===== config.mk =====
export PLATFORM = sky130hd
export DESIGN_NAME = rmii_tx_serializer
export DESIGN_NICKNAME = d
export VERILOG_FILES = /design/src/rtl/rmii_tx_pkg.sv /design/src/rtl/rmii_tx_gap_timer.sv /design/src/rtl/rmii_tx_ctrl.sv /design/src/rtl/rmii_tx_out.sv /design/src/rtl/rmii_tx_serializer.sv
export SDC_FILE = /design/constraint.sdc
export NUM_CORES = 1
export LEC_CHECK = 0
export BUFFER_PORTS_ARGS = -buffer_cell sky130_fd_sc_hd__buf_4
export CORE_ASPECT_RATIO = 1.75
export CORE_MARGIN = 2
export CORE_UTILIZATION = 58
export DETAILED_ROUTE_END_ITERATION = 12
export GPL_ROUTABILITY_DRIVEN = 0
export PLACE_DENSITY = 0.8
export REMOVE_ABC_BUFFERS = 1
export SYNTH_ARGS = -nofsm -noshare
export SYNTH_HDL_FRONTEND = slang
export SYNTH_SLANG_ARGS = --single-unit

===== constraint.sdc =====
create_clock -name clk -period 3.1 [get_ports clk]
set_clock_uncertainty 0.2 [all_clocks]
set_input_delay 0.31 -clock clk [delete_from_list [all_inputs] [get_ports clk]]
set_output_delay 0.31 -clock clk [all_outputs]
set_load 0.03 [all_outputs]

===== src/rtl/rmii_tx_pkg.sv =====
package rmii_tx_pkg;
  typedef enum logic [1:0] {
    PH_IDLE = 2'd0,
    PH_PRE  = 2'd1,
    PH_DATA = 2'd2
  } tx_phase_t;

  localparam logic [7:0] PREAMBLE_OCTET = 8'h55;
  localparam logic [7:0] SFD_OCTET      = 8'hD5;
endpackage


===== src/rtl/rmii_tx_gap_timer.sv =====
module rmii_tx_gap_timer #(
  parameter int IFG_CYCLES = 24
) (
  input  logic clk,
  input  logic rst,
  input  logic start,
  output logic done
);
  localparam int GW = $clog2(IFG_CYCLES + 1);

  logic [GW-1:0] cnt_q;

  always_ff @(posedge clk) begin
    if (rst) begin
      cnt_q <= '0;
    end else if (start) begin
      cnt_q <= GW'(IFG_CYCLES - 1);
    end else if (cnt_q != '0) begin
      cnt_q <= cnt_q - 1'b1;
    end
  end

  assign done = (cnt_q == '0);
endmodule


===== src/rtl/rmii_tx_ctrl.sv =====
module rmii_tx_ctrl
  import rmii_tx_pkg::*;
#(
  parameter int PREAMBLE_BYTES = 7
) (
  input  logic       clk,
  input  logic       rst,
  input  logic [7:0] s_data,
  input  logic       s_valid,
  input  logic       s_last,
  output logic       s_ready,
  input  logic       gap_done,
  output logic       frame_end,
  output logic       underrun_ev,
  output logic       active_n,
  output logic [1:0] dibit_n
);
  localparam int PCW = $clog2(PREAMBLE_BYTES + 1);
  localparam logic [PCW-1:0] PRE_LAST = PCW'(PREAMBLE_BYTES - 1);
  localparam logic [PCW-1:0] SFD_IDX  = PCW'(PREAMBLE_BYTES);

  tx_phase_t      phase_q, phase_n;
  logic [7:0]     byte_q, byte_n;
  logic [1:0]     d_q, d_n;
  logic [PCW-1:0] pcnt_q, pcnt_n;
  logic           last_q, last_n;
  logic           slot_end, take;

  assign slot_end = (d_q == 2'd3);
  assign s_ready  = slot_end &&
                    ((phase_q == PH_PRE && pcnt_q == SFD_IDX) ||
                     (phase_q == PH_DATA && !last_q));
  assign take     = s_ready && s_valid;

  always_comb begin
    phase_n     = phase_q;
    byte_n      = byte_q;
    d_n         = d_q;
    pcnt_n      = pcnt_q;
    last_n      = last_q;
    frame_end   = 1'b0;
    underrun_ev = 1'b0;
    case (phase_q)
      PH_IDLE: begin
        if (s_valid && gap_done) begin
          phase_n = PH_PRE;
          byte_n  = PREAMBLE_OCTET;
          d_n     = 2'd0;
          pcnt_n  = '0;
          last_n  = 1'b0;
        end
      end
      PH_PRE: begin
        if (!slot_end) begin
          d_n = d_q + 2'd1;
        end else if (pcnt_q < SFD_IDX) begin
          pcnt_n = pcnt_q + 1'b1;
          d_n    = 2'd0;
          byte_n = (pcnt_q == PRE_LAST) ? SFD_OCTET : PREAMBLE_OCTET;
        end else if (take) begin
          phase_n = PH_DATA;
          byte_n  = s_data;
          last_n  = s_last;
          d_n     = 2'd0;
        end else begin
          phase_n     = PH_IDLE;
          frame_end   = 1'b1;
          underrun_ev = 1'b1;
        end
      end
      PH_DATA: begin
        if (!slot_end) begin
          d_n = d_q + 2'd1;
        end else if (take) begin
          byte_n = s_data;
          last_n = s_last;
          d_n    = 2'd0;
        end else begin
          phase_n     = PH_IDLE;
          frame_end   = 1'b1;
          underrun_ev = !last_q;
        end
      end
      default: phase_n = PH_IDLE;
    endcase
  end

  assign active_n = (phase_n != PH_IDLE);
  assign dibit_n  = byte_n[{d_n, 1'b0} +: 2];

  always_ff @(posedge clk) begin
    if (rst) begin
      phase_q <= PH_IDLE;
      byte_q  <= '0;
      d_q     <= '0;
      pcnt_q  <= '0;
      last_q  <= 1'b0;
    end else begin
      phase_q <= phase_n;
      byte_q  <= byte_n;
      d_q     <= d_n;
      pcnt_q  <= pcnt_n;
      last_q  <= last_n;
    end
  end

  // a byte slot offers one acceptance cycle only
  assert_ready_single_R7: assert property (@(posedge clk) disable iff (rst)
    s_ready |=> !s_ready);
  // no acceptance outside a frame
  assert_ready_in_frame_R7: assert property (@(posedge clk) disable iff (rst)
    s_ready |-> (phase_q != PH_IDLE));
endmodule


===== src/rtl/rmii_tx_out.sv =====
module rmii_tx_out (
  input  logic       clk,
  input  logic       rst,
  input  logic       active_n,
  input  logic [1:0] dibit_n,
  input  logic       underrun_ev,
  output logic       tx_en,
  output logic [1:0] txd,
  output logic       tx_underrun
);
  always_ff @(posedge clk) begin
    if (rst) begin
      tx_en       <= 1'b0;
      txd         <= 2'b00;
      tx_underrun <= 1'b0;
    end else begin
      tx_en       <= active_n;
      txd         <= active_n ? dibit_n : 2'b00;
      tx_underrun <= underrun_ev;
    end
  end
endmodule


===== src/rtl/rmii_tx_serializer.sv =====
module rmii_tx_serializer #(
  parameter int PREAMBLE_BYTES = 7,
  parameter int IFG_CYCLES     = 24,
  parameter int LEN_W          = 16
) (
  input  logic       clk,
  input  logic       rst,
  input  logic [7:0] s_data,
  input  logic       s_valid,
  input  logic       s_last,
  output logic       s_ready,
  output logic [1:0] txd,
  output logic       tx_en,
  output logic       tx_underrun
);
  localparam int MIN_BURST = 4 * (PREAMBLE_BYTES + 1);

  logic       gap_done, frame_end, underrun_ev, active_n;
  logic [1:0] dibit_n;

  rmii_tx_ctrl #(.PREAMBLE_BYTES(PREAMBLE_BYTES)) ctrl_i (
    .clk(clk), .rst(rst),
    .s_data(s_data), .s_valid(s_valid), .s_last(s_last), .s_ready(s_ready),
    .gap_done(gap_done), .frame_end(frame_end), .underrun_ev(underrun_ev),
    .active_n(active_n), .dibit_n(dibit_n)
  );

  rmii_tx_gap_timer #(.IFG_CYCLES(IFG_CYCLES)) gap_i (
    .clk(clk), .rst(rst), .start(frame_end), .done(gap_done)
  );

  rmii_tx_out out_i (
    .clk(clk), .rst(rst),
    .active_n(active_n), .dibit_n(dibit_n), .underrun_ev(underrun_ev),
    .tx_en(tx_en), .txd(txd), .tx_underrun(tx_underrun)
  );

  // Run-length observers used only by the assertions below
  logic [LEN_W-1:0] en_len_q, low_len_q;
  logic             seen_q;

  always_ff @(posedge clk) begin
    if (rst) begin
      en_len_q  <= '0;
      low_len_q <= '0;
      seen_q    <= 1'b0;
    end else begin
      if (tx_en) begin
        if (en_len_q != '1) en_len_q <= en_len_q + 1'b1;
        low_len_q <= '0;
        seen_q    <= 1'b1;
      end else begin
        en_len_q <= '0;
        if (low_len_q != '1) low_len_q <= low_len_q + 1'b1;
      end
    end
  end

  // idle line carries zeros
  assert_idle_zero_R6: assert property (@(posedge clk) disable iff (rst)
    !tx_en |-> (txd == 2'b00));
  // every burst is whole bytes and at least preamble plus delimiter
  assert_whole_bytes_R5: assert property (@(posedge clk) disable iff (rst)
    $fell(tx_en) |-> (en_len_q[1:0] == 2'b00 && en_len_q >= LEN_W'(MIN_BURST)));
  // interframe gap honoured
  assert_gap_R8: assert property (@(posedge clk) disable iff (rst)
    ($rose(tx_en) && seen_q) |-> (low_len_q >= LEN_W'(IFG_CYCLES)));
  // underrun pulse coincides with the line going idle
  assert_underrun_close_R9: assert property (@(posedge clk) disable iff (rst)
    tx_underrun |-> (!tx_en && $past(tx_en)));
  // the pulse lasts one cycle
  assert_underrun_pulse_R9: assert property (@(posedge clk) disable iff (rst)
    tx_underrun |=> !tx_underrun);
endmodule


==> flow_metrics.py <==
metrics = {
    "sta": {
        "finalHoldViolCount": 0,
        "finalSetupViolations": 0,
        "min_period_over_period": 0.852,
        "final_max_slew_viol_count": 0,
        "fmax_ghz": 0.379,
        "tns_ps": 0,
        "tightest_slew_ps": 606,
        "fin_crit_ps": 2640,
        "rsz0062_at_grt": "false",
        "hold_slack_ps": 123,
        "slew_headroom": 0.594,
    },
    "setup_path": {
        "r2r_end": "out_i.txd[0]",
        "criticalPathCategory": "reg -> reg",
        "start_kind": "register",
        "cp_cell_sequence": "ha_1 -> inv_1 -> o22a_1 -> nand3b_1 -> o32ai_1 -> a22oi_1 -> and4_1",
        "crit_arrival_ps": 2610,
        "critPathLaunch": "ctrl_i.d_q[1]",
        "crit_required_ps": 3070,
        "cp_slowest_stage_delay_ps": 430,
        "r2r_slack_ps": 460,
        "r2r_cells": 7,
        "reg2reg_from": "ctrl_i.d_q[1]",
        "critPathSlowestCell": "dfxtp_1",
        "crit_fanout": 12,
        "worstSetupEndpointType": "register",
    },
    "power_and_ir_drop": {
        "power.leakage_nw": 0.708,
        "vdd_drop_max_v": 0.000526,
        "totalPowerFinal_w": 0.00123,
        "power_density_nw_per_um2": 697,
    },
    "clock_tree": {
        "cts_setup_buffers": 0,
        "cts-htree-levels": 1,
        "clk_latency_ps": 270,
        "clockBufferDepth": 2,
        "cts-resized-gates": 0,
        "tritoncts": "built",
        "cts.clk_slew.worst_paths_ps": 90,
        "cts.hold.buffers_added": 0,
        "cts_num_sinks": 25,
        "cts_root_buffer": "clkbuf_8",
        "cts_buffers": 3,
    },
    "global_routing": {
        "track_usage": 0.280,
        "grt_pass1_vias": 1481,
        "grt_pass1_wl_mm": 6.78,
        "grt_max_degree": 22,
        "antenna_found_initial": 0,
        "grt-ovfl-total": 0,
    },
    "detailed_routing": {
        "drc": 0,
        "drtIter0Drc": 61,
        "wl_per_cell_um": 17.2,
        "wirelength_mm": 4.02,
        "viasPerCell": 6.41,
        "dr.pass1.iters": 5,
        "num_vias": 1500,
        "ant_nets": 0,
    },
    "finish": {
        "diodes": 0,
        "areaGrowthSynthToFinish_pct": 10.6,
        "stdcell_count": 234,
        "nets": 229,
        "drive_gt1_frac": 0.145,
        "final_area_um2": 1770,
    },
    "logic_synthesis": {
        "ys_ff_latch": 25,
        "synth_area_um2": 1600,
        "avgSynthCellArea_um2": 8.19,
        "synth_edf_count": 0,
        "synth_largest_area_cell": "dfxtp_1",
        "yosys.area.top_type_share": 0.313,
        "synth_warnings": 0,
        "async_flop_share": 0,
        "ys_seq_area_frac": 0.313,
        "syn_inst": 195,
        "synthTopCellsByArea": "dfxtp_1, ha_1, a21oi_1",
        "ys.flop_type": "dfxtp_1",
        "synth_cell_types": 48,
    },
    "place": {
        "hpwl_mm": 3.08,
        "numPlacedInstances": 230,
        "placed_area_um2": 1720,
        "io_buffers": 16,
    },
    "floorplanning": {
        "core_um2": 2660,
        "ios": 17,
        "die_h_um": 73.4,
        "die_w_um": 43.7,
        "dieArea_um2": 3200,
        "start_util": 0.600,
        "rows": 25,
    },
    "job": {
        "cap_violations": 0,
    },
    "min_path": {
        "hold_path_startpoint": "s_last",
        "hp-class": "in -> reg",
        "hold_end": "ctrl_i.last_q",
        "whs_path_depth": 3,
    },
    "outcome": {
        "status": "completed",
    },
}
==> layout make-up <==
| cell class | count | area, µm² |
|---|---|---|
| Multi-Input combinational cell | 149 | 1010 |
| Timing Repair Buffer | 17 | 128 |
| Fill cell | 226 | 893 |
| Tap cell | 27 | 33.8 |
| Sequential cell | 25 | 500 |
| Clock buffer | 3 | 41.3 |
| Clock inverter | 1 | 5.00 |
| Inverter | 12 | 45.0 |
==> state kept, by name, indices dropped and copies added, names as in the netlist <==
signal	count
out_i.txd	2
out_i.tx_en	1
out_i.tx_underrun	1
ctrl_i.byte_q	8
ctrl_i.last_q	1
gap_i.cnt_q	5
ctrl_i.phase_q	2
ctrl_i.d_q	2
ctrl_i.pcnt_q	3
==> where the power goes <==
| group | switching [W] | internal [W] | leakage, nW | total [W] |
|---|---|---|---|---|
| registers | 0.0000384 | 0.000376 | 0.203 | 0.000415 |
| clock network | 0.000104 | 0.0000901 | 0.0255 | 0.000194 |
| logic | 0.000366 | 0.000255 | 0.480 | 0.000621 |
| total | 0.000508 | 0.000722 | 0.708 | 0.00123 |
==> metrics by stage <==
stage,util,setup WS (ps)
2_1_floorplan,-,646
3_3_place_gp,0.647,632
3_5_place_dp,0.647,532
4_1_cts,0.664,517
5_1_grt,0.664,314
6_report,0.664,459
==> Yosys cell counts (2+ instances only) <==
| cell type | count |
|---|---|
| nor3_1 | 6 |
| o21ai_0 | 6 |
| buf_2 | 4 |
| o32ai_1 | 3 |
| a21oi_1 | 16 |
| a31oi_1 | 4 |
| ha_1 | 9 |
| a21o_1 | 3 |
| a22oi_1 | 3 |
| mux2i_1 | 4 |
| nand3_1 | 5 |
| inv_1 | 12 |
| o211ai_1 | 2 |
| clkbuf_1 | 5 |
| a22o_1 | 3 |
| nand4_1 | 3 |
| dfxtp_1 | 25 |
| a211o_1 | 2 |
| or2_2 | 2 |
| nand2_1 | 16 |
| o31ai_1 | 3 |
| nor2b_1 | 5 |
| nand2b_1 | 6 |
| mux2_2 | 2 |
| nor2_1 | 20 |
| and4_1 | 2 |
| o21a_1 | 3 |
==> layout by cell type, fill, tap and decap left out, types with 3 or more instances in the layout <==
cell type	instances
o31ai_1	3
nor2b_1	5
nand2_1	16
a21o_1	3
dfxtp_1	25
buf_4	17
o21a_1	3
a22o_1	3
o32ai_1	3
o21ai_0	6
a21oi_1	16
ha_1	9
nand3_1	5
mux2i_1	4
nor2_1	20
nor3_1	6
a22oi_1	3
clkbuf_8	3
a31oi_1	4
inv_1	12
nand4_1	3
nand2b_1	6
==> routing by layer <==
metal,track usage,routed length (µm),vias to the layer above
met5,0,0,-
met4,0.158,175,0
met3,0.0369,137,19
met2,0.513,2180,56
met1,0.292,1530,693
li1,-,-,732
==> kinds of logic after synthesis <==
| family | Yosys count | synth area share |
|---|---|---|
| compound gates | 60 | 0.277 |
| buf+inv | 21 | 0.0525 |
| mux | 6 | 0.0392 |
| flops | 25 | 0.313 |
| xor+xnor | 2 | 0.0110 |
| fa+ha+maj | 9 | 0.0705 |
| simple gates | 72 | 0.236 |
==> worst max-delay path by stage <==
stage | cells past startpoint | slack, ps | end
after floorplan | 8 | 650 | out_i.txd[0]
after global placement | 8 | 630 | out_i.txd[0]
after detailed placement | 8 | 530 | out_i.txd[0]
after CTS | 8 | 520 | out_i.txd[0]
after global routing | 7 | 310 | out_i.txd[0]
final | 7 | 460 | out_i.txd[0]
==> critical path, delay by kind of cell (launching register included) <==
kind / cells / cell delay, ps
adders and majority gates: 1 / 430
and+or+nand+nor: 2 / 440
buffers and inverters: 1 / 190
AOI/OAI and AO/OA: 3 / 850
DFF: 1 / 430
(Power assumes the default switching activity.)
